==> config.mk <==
export PLATFORM = sky130hd
export DESIGN_NAME = gpio_i2c_decoder
export DESIGN_NICKNAME = d
export VERILOG_FILES = /design/src/rtl/gpio_i2c_pkg.sv /design/src/rtl/gpio_i2c_dp.sv /design/src/rtl/gpio_i2c_ctrl.sv /design/src/rtl/gpio_i2c_decoder.sv
export SDC_FILE = /design/constraint.sdc
export NUM_CORES = 1
export LEC_CHECK = 0
export ABC_AREA = 1
export BUFFER_PORTS_ARGS = -buffer_cell sky130_fd_sc_hd__buf_2
export CAP_MARGIN = 20
export CORE_MARGIN = 1.5
export CORE_UTILIZATION = 47
export DETAILED_ROUTE_END_ITERATION = 16
export PLACE_DENSITY = 0.82
export SLEW_MARGIN = 15
export SYNTH_ARGS = -nofsm -noshare
export SYNTH_HDL_FRONTEND = slang
export SYNTH_SLANG_ARGS = --single-unit
==> constraint.sdc <==
create_clock -name clk -period 1.66 [get_ports clk]
set_input_delay 0.083 -clock clk [delete_from_list [all_inputs] [get_ports clk]]
set_output_delay 0.083 -clock clk [all_outputs]
set_load 0.1 [all_outputs]
==> src/rtl/gpio_i2c_pkg.sv <==
package gpio_i2c_pkg;

  typedef enum logic [2:0] {
    ST_IDLE,
    ST_INIT,
    ST_SEND,
    ST_ACKW,
    ST_RECV,
    ST_CACK
  } busState_e;

  typedef struct packed {
    logic shiftIn;
    logic shiftOut;
    logic loadRd;
    logic captureAddr;
    logic clearAddr;
  } dpCtl_t;

endpackage

==> src/rtl/gpio_i2c_dp.sv <==
module gpio_i2c_dp
  import gpio_i2c_pkg::*;
#(
  parameter int BYTE_W = 8
) (
  input  logic              clk,
  input  logic              rstN,
  input  logic              sampleValid,
  input  logic              sdaIn,
  input  logic              sclIn,
  input  dpCtl_t            ctl,
  input  logic [BYTE_W-1:0] rdData,
  output logic              prevSda,
  output logic              prevScl,
  output logic [BYTE_W-1:0] buffer,
  output logic              addrValid,
  output logic              addrRead
);

  always_ff @(posedge clk) begin
    if (!rstN) begin
      prevSda   <= 1'b1;
      prevScl   <= 1'b1;
      buffer    <= '0;
      addrValid <= 1'b0;
      addrRead  <= 1'b0;
    end else begin
      if (sampleValid) begin
        prevSda <= sdaIn;
        prevScl <= sclIn;
      end
      if (ctl.loadRd)
        buffer <= rdData;
      else if (ctl.shiftIn)
        buffer <= {buffer[BYTE_W-2:0], sdaIn};
      else if (ctl.shiftOut)
        buffer <= {buffer[BYTE_W-2:0], 1'b0};
      if (ctl.clearAddr) begin
        addrValid <= 1'b0;
        addrRead  <= 1'b0;
      end else if (ctl.captureAddr) begin
        addrValid <= 1'b1;
        addrRead  <= buffer[0];
      end
    end
  end

  // ignored cycles leave the recorded line levels untouched
  p_prev_hold_r11: assert property (@(posedge clk) disable iff (!rstN)
    !sampleValid |=> ($stable(prevSda) && $stable(prevScl)));

  // a fetch loads exactly the byte presented in that cycle
  p_fetch_load_r6: assert property (@(posedge clk) disable iff (!rstN)
    ctl.loadRd |=> (buffer == $past(rdData)));

endmodule

==> src/rtl/gpio_i2c_ctrl.sv <==
module gpio_i2c_ctrl
  import gpio_i2c_pkg::*;
#(
  parameter int BYTE_W = 8
) (
  input  logic      clk,
  input  logic      rstN,
  input  logic      sampleValid,
  input  logic      sdaIn,
  input  logic      sclIn,
  input  logic      prevSda,
  input  logic      prevScl,
  input  logic      addrValid,
  input  logic      addrRead,
  input  logic      bufLsb,
  output dpCtl_t    ctl,
  output logic      inRecv,
  output logic      stStart,
  output logic      stSend,
  output logic      stFetch,
  output logic      stNack,
  output logic      stEnd
);

  localparam int CNT_W = $clog2(BYTE_W);
  localparam logic [CNT_W-1:0] LAST_BIT = CNT_W'(BYTE_W - 1);

  busState_e        state, nextState;
  logic [CNT_W-1:0] bitCnt, nextCnt;
  logic             fallClk, startCond, stopCond, lastBit, readDir, goStop;

  assign fallClk   = sampleValid & prevScl & ~sclIn;
  assign startCond = sampleValid & prevSda & ~sdaIn & sclIn;
  assign stopCond  = sampleValid & ~prevSda & sdaIn & sclIn;
  assign lastBit   = (bitCnt == LAST_BIT);
  assign readDir   = addrValid ? addrRead : bufLsb;
  assign inRecv    = (state == ST_RECV);

  always_comb begin
    nextState = state;
    nextCnt   = bitCnt;
    ctl       = '0;
    stStart   = 1'b0;
    stSend    = 1'b0;
    stFetch   = 1'b0;
    stNack    = 1'b0;
    stEnd     = 1'b0;
    goStop    = 1'b0;
    unique case (state)
      ST_IDLE: if (startCond) nextState = ST_INIT;
      ST_INIT: if (sampleValid) begin
        if (fallClk && !sdaIn) begin
          nextState = ST_SEND;
          nextCnt   = '0;
        end else goStop = 1'b1;
      end
      ST_SEND: if (fallClk) begin
        ctl.shiftIn = 1'b1;
        if (lastBit) nextState = ST_ACKW;
        else nextCnt = bitCnt + 1'b1;
      end else if (stopCond) goStop = 1'b1;
      ST_ACKW: if (fallClk) begin
        if (!addrValid) begin
          stStart         = 1'b1;
          ctl.captureAddr = 1'b1;
        end else stSend = 1'b1;
        nextCnt = '0;
        if (readDir) begin
          stFetch    = 1'b1;
          ctl.loadRd = 1'b1;
          nextState  = ST_RECV;
        end else nextState = ST_SEND;
      end else if (stopCond) goStop = 1'b1;
      ST_RECV: if (fallClk) begin
        ctl.shiftOut = 1'b1;
        if (lastBit) nextState = ST_CACK;
        else nextCnt = bitCnt + 1'b1;
      end else if (stopCond) goStop = 1'b1;
      ST_CACK: if (fallClk) begin
        nextState = ST_RECV;
        nextCnt   = '0;
        if (!sdaIn) begin
          stFetch    = 1'b1;
          ctl.loadRd = 1'b1;
        end else stNack = 1'b1;
      end else if (stopCond) goStop = 1'b1;
      default: nextState = ST_IDLE;
    endcase
    if (goStop) begin
      nextState     = ST_IDLE;
      ctl.clearAddr = 1'b1;
      stEnd         = addrValid;
    end
  end

  always_ff @(posedge clk) begin
    if (!rstN) begin
      state  <= ST_IDLE;
      bitCnt <= '0;
    end else begin
      state  <= nextState;
      bitCnt <= nextCnt;
    end
  end

  // no progress without a sample
  p_hold_state_r11: assert property (@(posedge clk) disable iff (!rstN)
    !sampleValid |=> ($stable(state) && $stable(bitCnt)));

  // an acknowledge resolves to either a fetch or a nack, never both
  p_ack_excl_r7: assert property (@(posedge clk) disable iff (!rstN)
    !(stNack && stFetch));

  // a byte is either the address or data, never both
  p_start_send_excl_r5: assert property (@(posedge clk) disable iff (!rstN)
    !(stStart && stSend));

  // the end strobe always lands the block in idle
  p_end_to_idle_r9: assert property (@(posedge clk) disable iff (!rstN)
    stEnd |=> (state == ST_IDLE));

endmodule

==> src/rtl/gpio_i2c_decoder.sv <==
module gpio_i2c_decoder
  import gpio_i2c_pkg::*;
#(
  parameter int BYTE_W = 8
) (
  input  logic              clk,
  input  logic              rstN,
  input  logic              sampleValid,
  input  logic              sdaIn,
  input  logic              sclIn,
  input  logic [BYTE_W-1:0] rdData,
  output logic              sdaReadback,
  output logic              tgtStart,
  output logic [BYTE_W-1:0] tgtAddr,
  output logic              tgtRead,
  output logic              tgtSend,
  output logic [BYTE_W-1:0] tgtWrData,
  output logic              tgtFetch,
  output logic              tgtNack,
  output logic              tgtEnd
);

  dpCtl_t            ctl;
  logic              prevSda, prevScl, addrValid, addrRead, inRecv;
  logic [BYTE_W-1:0] buffer;

  gpio_i2c_dp #(.BYTE_W(BYTE_W)) dp_i (
    .clk(clk), .rstN(rstN), .sampleValid(sampleValid),
    .sdaIn(sdaIn), .sclIn(sclIn), .ctl(ctl), .rdData(rdData),
    .prevSda(prevSda), .prevScl(prevScl), .buffer(buffer),
    .addrValid(addrValid), .addrRead(addrRead)
  );

  gpio_i2c_ctrl #(.BYTE_W(BYTE_W)) ctrl_i (
    .clk(clk), .rstN(rstN), .sampleValid(sampleValid),
    .sdaIn(sdaIn), .sclIn(sclIn), .prevSda(prevSda), .prevScl(prevScl),
    .addrValid(addrValid), .addrRead(addrRead), .bufLsb(buffer[0]),
    .ctl(ctl), .inRecv(inRecv),
    .stStart(tgtStart), .stSend(tgtSend), .stFetch(tgtFetch),
    .stNack(tgtNack), .stEnd(tgtEnd)
  );

  assign sdaReadback = inRecv & buffer[BYTE_W-1];
  assign tgtAddr     = {buffer[BYTE_W-1:1], 1'b0};
  assign tgtRead     = buffer[0];
  assign tgtWrData   = buffer;

  // strobes only in sample cycles, and never two cycles running
  p_strobe_valid_r10: assert property (@(posedge clk) disable iff (!rstN)
    (tgtStart | tgtSend | tgtFetch | tgtNack | tgtEnd) |-> sampleValid);

  p_strobe_single_r10: assert property (@(posedge clk) disable iff (!rstN)
    (tgtStart | tgtSend | tgtFetch | tgtNack | tgtEnd) |=>
      !(tgtStart | tgtSend | tgtFetch | tgtNack | tgtEnd));

endmodule

==> results.py, run 1 <==
metrics = {
    "outcome": {
        "status": "finished, final reports clean",
    },
    "place": {
        "gp_congestion": 0.903,
        "portBuffers": 34,
        "place_hpwl_um": 2020,
    },
    "floorplanning": {
        "core_um2": 2300,
        "dieArea_um2": 2820,
        "num_io_pins": 36,
        "initial_core_util_pct": 51.3,
        "die_x_um": 53.1,
        "die_h_um": 53.1,
        "row_count": 17,
    },
    "drt": {
        "drtPass1Iterations": 5,
        "first_iter_violations": 32,
        "ant_nets": 0,
        "viasPerCell": 5.11,
        "routedWlPerCell_um": 11.7,
        "via_count": 1210,
        "drc": 0,
        "routed_wl_um": 2780,
    },
    "layout": {
        "diodes": 0,
        "mostFrequentLayoutCells": "39 x nand2_1, 28 x buf_2, 21 x nor2_1, 21 x a21oi_1, 18 x inv_1",
        "nFillCells": 185,
        "area_growth_syn_to_layout_pct": 32.9,
        "final_nets": 225,
        "fin_util_pct": 68.2,
        "drive_above_1_share_pct": 37.8,
        "final_common_cell": "nand2_1",
    },
    "timing": {
        "finalSetupViolations": 0,
        "timing.hold.ws_ns": 0.0236,
        "period_needed_ns": 1.59,
        "fmax_mhz": 628,
        "report.final.slew_viol_count": 0,
        "hold_viol_final": 0,
        "fin_skew_ns": 0.0202,
        "fin_crit_sh_pct": 96.0,
    },
    "yosys": {
        "synth.distinct_cells": 28,
        "yosysWarningCount": 0,
        "avgSynthCellArea_um2": 6.62,
        "synth_seq_cells": 18,
        "synth.cell_area_um2": 1180,
        "syn_nets": 193,
        "syn_inst": 178,
        "ys_seq_area_share_pct": 30.6,
    },
    "cts": {
        "root_buffer": "clkbuf_4",
        "worstSkewPairLatency_ns": 0.31,
        "cts_made_buffers": 3,
        "cts_sinks": 18,
        "htree_levels": 1,
        "path_clk_slew_ns": 0.09,
        "clockBufferDepth": 2,
        "cts_tree": "done",
    },
    "critical_path": {
        "crit_type": "flop to output port",
        "r2r_slack_ns": 0.17,
        "reg2reg_to": "dp_i.buffer[7]$_SDFFE_PN0P_",
        "r2r_start": "ctrl_i.state[2]$_SDFFE_PP0P_",
        "cp_slowest_stage_delay_ns": 0.38,
        "startpoint_type": "flop",
        "crit_top_cell": "inv_2",
        "critPathSlowestCell": "dfxtp_4",
        "crit_path_end_kind": "output port",
        "crit_chain": "inv_4 -> nand3_4 -> inv_2 -> nand2_4 -> o21ai_4 -> inv_2 -> nor2_4 -> buf_12",
        "crit_fanout": 6,
        "worst-path-buf-inv": 4,
        "cp.depth": 8,
        "startpoint": "ctrl_i.state[1]$_SDFFE_PP0P_",
        "critical-path-top-delay-family": "buffers and inverters",
        "crit_required_ns": 1.58,
        "arrival_ns": 1.51,
        "reg2reg_depth": 9,
    },
    "global_route": {
        "grt_pass1_wl_um": 4200,
        "overflow": 0,
        "grt_max_degree": 12,
        "track_usage_pct": 20.7,
        "antenna_found_initial": 0,
        "first_global_vias": 974,
    },
    "power_and_ir_drop": {
        "power_mw": 1.27,
        "power_density_nw_per_um2": 809,
        "peakVddDrop_mv": 0.733,
        "p_leak_nw": 0.715,
    },
    "worst_hold_path": {
        "hold_start": "sdaIn",
        "hold_depth": 3,
        "min-delay-path-class": "input pin to flop",
        "hold_end": "dp_i.prevSda$_SDFFE_PN1P_",
    },
    "job": {
        "cap_viol_max_count": 0,
    },
}
-- synth_stat cells, drive strengths merged --
library cell | instances | area share [%]
a31oi | 1 | 0.53
nor2 | 29 | 11
a21oi | 22 | 9.7
inv | 25 | 8.0
nand3 | 11 | 6.2
nor4 | 1 | 0.53
conb | 1 | 0.32
nor3 | 1 | 0.42
and2 | 1 | 0.74
clkbuf | 1 | 0.32
o21ai | 5 | 2.4
ha | 2 | 2.1
nand4 | 2 | 1.6
buf | 9 | 5.7
nand2 | 49 | 19
dfxtp | 18 | 31
-- per-stage QoR --
step / setup slack (ns) / TNS (ns) / instances / instance area [um^2]
3_3_place_gp: 0.174 / 0 / 230 / 1440
2_1_floorplan: -0.0877 / -0.0877 / 178 / 1230
3_5_place_dp: 0.135 / 0 / 230 / 1440
4_1_cts: -0.00640 / -0.00640 / 235 / 1500
5_1_grt: -0.0239 / -0.0393 / 237 / 1570
6_report: 0.0668 / 0 / 237 / 1570
-- routing by layer --
layer	vias to the layer above	global-route usage [%]	part of all wire (%)
met2	51	31.5	49
met5	-	0	0
met1	532	26.7	42
met4	0	7.69	1.8
met3	8	7.06	6.9
li1	619	-	-
-- where the power goes --
part           leakage [nW]  switching (mW)  internal [mW]
clock network        0.0150           0.142         0.0938
logic                 0.551           0.349          0.175
registers             0.150          0.0372          0.470
-- worst max path at each step --
stage,to,slack (ns)
after floorplan,tgtNack,-0.09
after global placement,tgtEnd,0.17
after detailed placement,dp_i.buffer[0]$_SDFFE_PN0P_,0.14
after CTS,tgtEnd,-0.006
after global routing,tgtEnd,-0.02
final,tgtEnd,0.07
-- cells by family (layout without fill, tap and decap cells) --
| logic type | Yosys count | in the layout | share of synthesized area [%] |
|---|---|---|---|
| other | 1 | 1 | 0.318 |
| adder cells (fa/ha/maj) | 2 | 2 | 2.12 |
| AND/OR/NAND/NOR | 94 | 94 | 40.3 |
| AO/OA/AOI/OAI | 28 | 28 | 12.6 |
| buffers and inverters | 35 | 66 | 14.0 |
| flip-flops | 18 | 18 | 30.6 |
-- flip-flops by register name, indices dropped and copies added (netlist names) --
name,cells
ctrl_i.bitCnt,3
ctrl_i.state,3
dp_i.addrRead,1
dp_i.addrValid,1
dp_i.buffer,8
dp_i.prevScl,1
dp_i.prevSda,1
-- worst reg2reg max path: cells and delay by family (launching register included) --
kind | cells | cell delay [ns]
simple gates | 5 | 0.65
flops | 1 | 0.39
buf+inv | 3 | 0.24
compound gates | 1 | 0.14
-- area by class of cell --
type	count	area, um^2	area share (%)
Inverter	25	103	6.55
Timing Repair Buffer	37	285	18.2
Multi-Input combinational cell	125	743	47.4
Tap cell	28	35.0	2.24
Clock buffer	4	26.3	1.68
Sequential cell	18	374	23.9
-- timing repair --
item	CTS	global route
pin swaps	0	1
hold buffers	0	1
buffers inserted	1	1
gates resized for setup	5	17
endpoints found under the hold margin	0	1
endpoints found under the setup margin	3	13
Note: power is estimated with default switching activity, not from simulation.
==> run 2: changes to the inputs <==
==> constraint.sdc (replaced) <==
create_clock -name clk -period 1.5 [get_ports clk]
set_input_delay 0.075 -clock clk [delete_from_list [all_inputs] [get_ports clk]]
set_output_delay 0.075 -clock clk [all_outputs]
set_load 0.1 [all_outputs]
==> run 2 against run 1 <==
Net effect: the flow now finishes with violations (negative setup slack); total power grew 16%; setup slack lost 0.10 ns; count of clock-buffer cells in the layout is the same; clock skew grew 0.0025 ns; hold slack lost 0.018 ns; via count grew 3.5%; sequential power grew 12%.
==> results.py, run 2 (synthesis gave the netlist of run 1 again) <==
metrics = {
    "outcome": {
        "status": "complete, but fails checks",
        "violations": "negative setup slack",
    },
    "global_route": {
        "met2_usage_pct": 38.8,
        "grt_busiest_layer": "met2",
        "antenna_found_initial": 0,
        "overflow": 0,
        "grt_util_met3_pct": 6.78,
        "grt_max_degree": 12,
        "track_usage_pct": 23.2,
        "grt_pass1_wl_um": 4770,
        "first_global_vias": 1158,
        "met1_usage_pct": 28.0,
    },
    "cts": {
        "worstSkewPairLatency_ns": 0.31,
        "clockBufferDepth": 2,
        "cts_tree": "done",
        "hold_buffers": 0,
        "cts_sinks": 18,
        "path_clk_slew_ns": 0.12,
        "root_buffer": "clkbuf_4",
        "htree_levels": 1,
        "cts_made_buffers": 3,
    },
    "layout": {
        "mostFrequentLayoutCells": "37 x nand2_1, 28 x buf_2, 20 x nor2_1, 20 x a21oi_1, 17 x inv_1",
        "final_area_um2": 1690,
        "largest_register_ffs": 8,
        "largest_register": "dp_i.buffer",
        "drive_above_1_share_pct": 44.3,
        "nFillCells": 174,
        "final_common_cell": "nand2_1",
        "largest_registers": "dp_i.buffer (8), ctrl_i.bitCnt (3), ctrl_i.state (3)",
        "final_nets": 237,
        "diodes": 0,
        "area_growth_syn_to_layout_pct": 43.0,
    },
    "place": {
        "gp_congestion": 0.974,
        "postPlaceCellArea_um2": 1480,
        "place_hpwl_um": 2090,
        "portBuffers": 34,
    },
    "critical_path": {
        "crit_fanout": 6,
        "crit_type": "flop to output port",
        "crit_required_ns": 1.42,
        "r2r_slack_ns": 0.02,
        "arrival_ns": 1.46,
        "startpoint": "ctrl_i.state[1]$_SDFFE_PP0P_",
        "crit_path_end_kind": "output port",
        "r2r_start": "ctrl_i.state[2]$_SDFFE_PP0P_",
        "startpoint_type": "flop",
        "reg2reg_to": "dp_i.buffer[6]$_SDFFE_PN0P_",
        "reg2reg_depth": 9,
        "endpoint": "tgtEnd",
    },
    "timing": {
        "fmax_mhz": 652,
        "report.final.slew_viol_count": 0,
        "fin_crit_sh_pct": 102,
        "rsz0062_at_grt": "true",
        "hold_viol_final": 0,
        "finalSetupViolations": 4,
        "fin_skew_ns": 0.0227,
        "finalSetupTns_ns": -0.0848,
        "setup_slack_ns": -0.0338,
        "period_needed_ns": 1.53,
    },
    "power_and_ir_drop": {
        "p_leak_nw": 0.772,
        "peakVddDrop_mv": 0.774,
        "power_density_nw_per_um2": 873,
    },
    "drt": {
        "first_iter_violations": 32,
        "ant_nets": 0,
        "drc": 0,
        "via_count": 1252,
        "routed_wl_um": 2980,
        "routedWlPerCell_um": 12.0,
        "viasPerCell": 5.03,
        "drtPass1Iterations": 4,
    },
    "floorplanning": {
        "initial_core_util_pct": 51.3,
        "dieArea_um2": 2820,
        "core_um2": 2300,
        "row_count": 17,
        "die_h_um": 53.1,
        "die_x_um": 53.1,
        "num_io_pins": 36,
    },
    "job": {
        "cap_viol_max_count": 0,
    },
    "worst_hold_path": {
        "hold_depth": 2,
        "min-delay-path-class": "input pin to flop",
    },
}
-- run 2: routing by layer --
layer	vias up	routed length [um]	share of wire [%]
met5	-	0	0
met4	0	21	0.70
met3	4	183	6.1
met2	39	1490	50
met1	567	1280	43
li1	642	-	-
-- run 2: report_power, final --
part	switching [mW]	internal [mW]	total (mW)	leakage, nW
Sequential	0.0464	0.523	0.570	0.150
Combinational	0.407	0.231	0.638	0.608
Clock	0.160	0.104	0.263	0.0150
Total	0.613	0.858	1.47	0.772
-- run 2: through the flow --
step	utilization [%]	hold WS, ns	setup slack, ns	cells	power, mW
2_1_floorplan	-	0.159	-0.240	178	0.972
3_3_place_gp	64.4	0.302	0.0630	232	1.06
3_5_place_dp	64.4	0.309	0.0499	232	1.07
4_1_cts	70.9	0.0112	-0.0463	245	1.39
5_1_grt	73.4	0.00477	-0.101	249	1.57
6_report	73.4	0.00519	-0.0338	249	1.47
-- run 2: worst max-delay path: stages (launching register included) --
cell and delay (ns):
dfxtp_4 0.39, inv_6 0.08, nand2_2 0.08, nand2_2 0.09, nand3_2 0.09, o21ai_4 0.08
inv_2 0.06, nor2_4 0.09, buf_12 0.18
-- run 2: layout make-up --
cell class                      instances  area (um^2)  area share (%)
Inverter                               25          105            6.24
Clock buffer                            4         26.3            1.56
Tap cell                               28         35.0            2.08
Sequential cell                        18          378            22.4
Multi-Input combinational cell        125          768            45.6
Timing Repair Buffer                   49          373            22.1
-- run 2: what timing repair did --
| action | 4_1_cts | 5_1_grt |
|---|---|---|
| gates cloned | 0 | 0 |
| endpoints found under the setup margin | 5 | 18 |
| pin swaps | 7 | 3 |
| setup buffers | 9 | 4 |
| resized for setup | 17 | 8 |
-- run 2: how the worst min path moves through the flow --
| stage | start | to | slack, ns |
|---|---|---|---|
| 2_1_floorplan | rstN | dp_i.prevScl$_SDFFE_PN1P_ | 0.16 |
| 3_3_place_gp | rstN | dp_i.prevScl$_SDFFE_PN1P_ | 0.30 |
| 5_1_grt | rstN | dp_i.prevScl$_SDFFE_PN1P_ | 0.005 |
| 3_5_place_dp | rstN | dp_i.prevScl$_SDFFE_PN1P_ | 0.31 |
| 4_1_cts | rstN | dp_i.prevScl$_SDFFE_PN1P_ | 0.01 |
| 6_report | rstN | dp_i.prevScl$_SDFFE_PN1P_ | 0.005 |
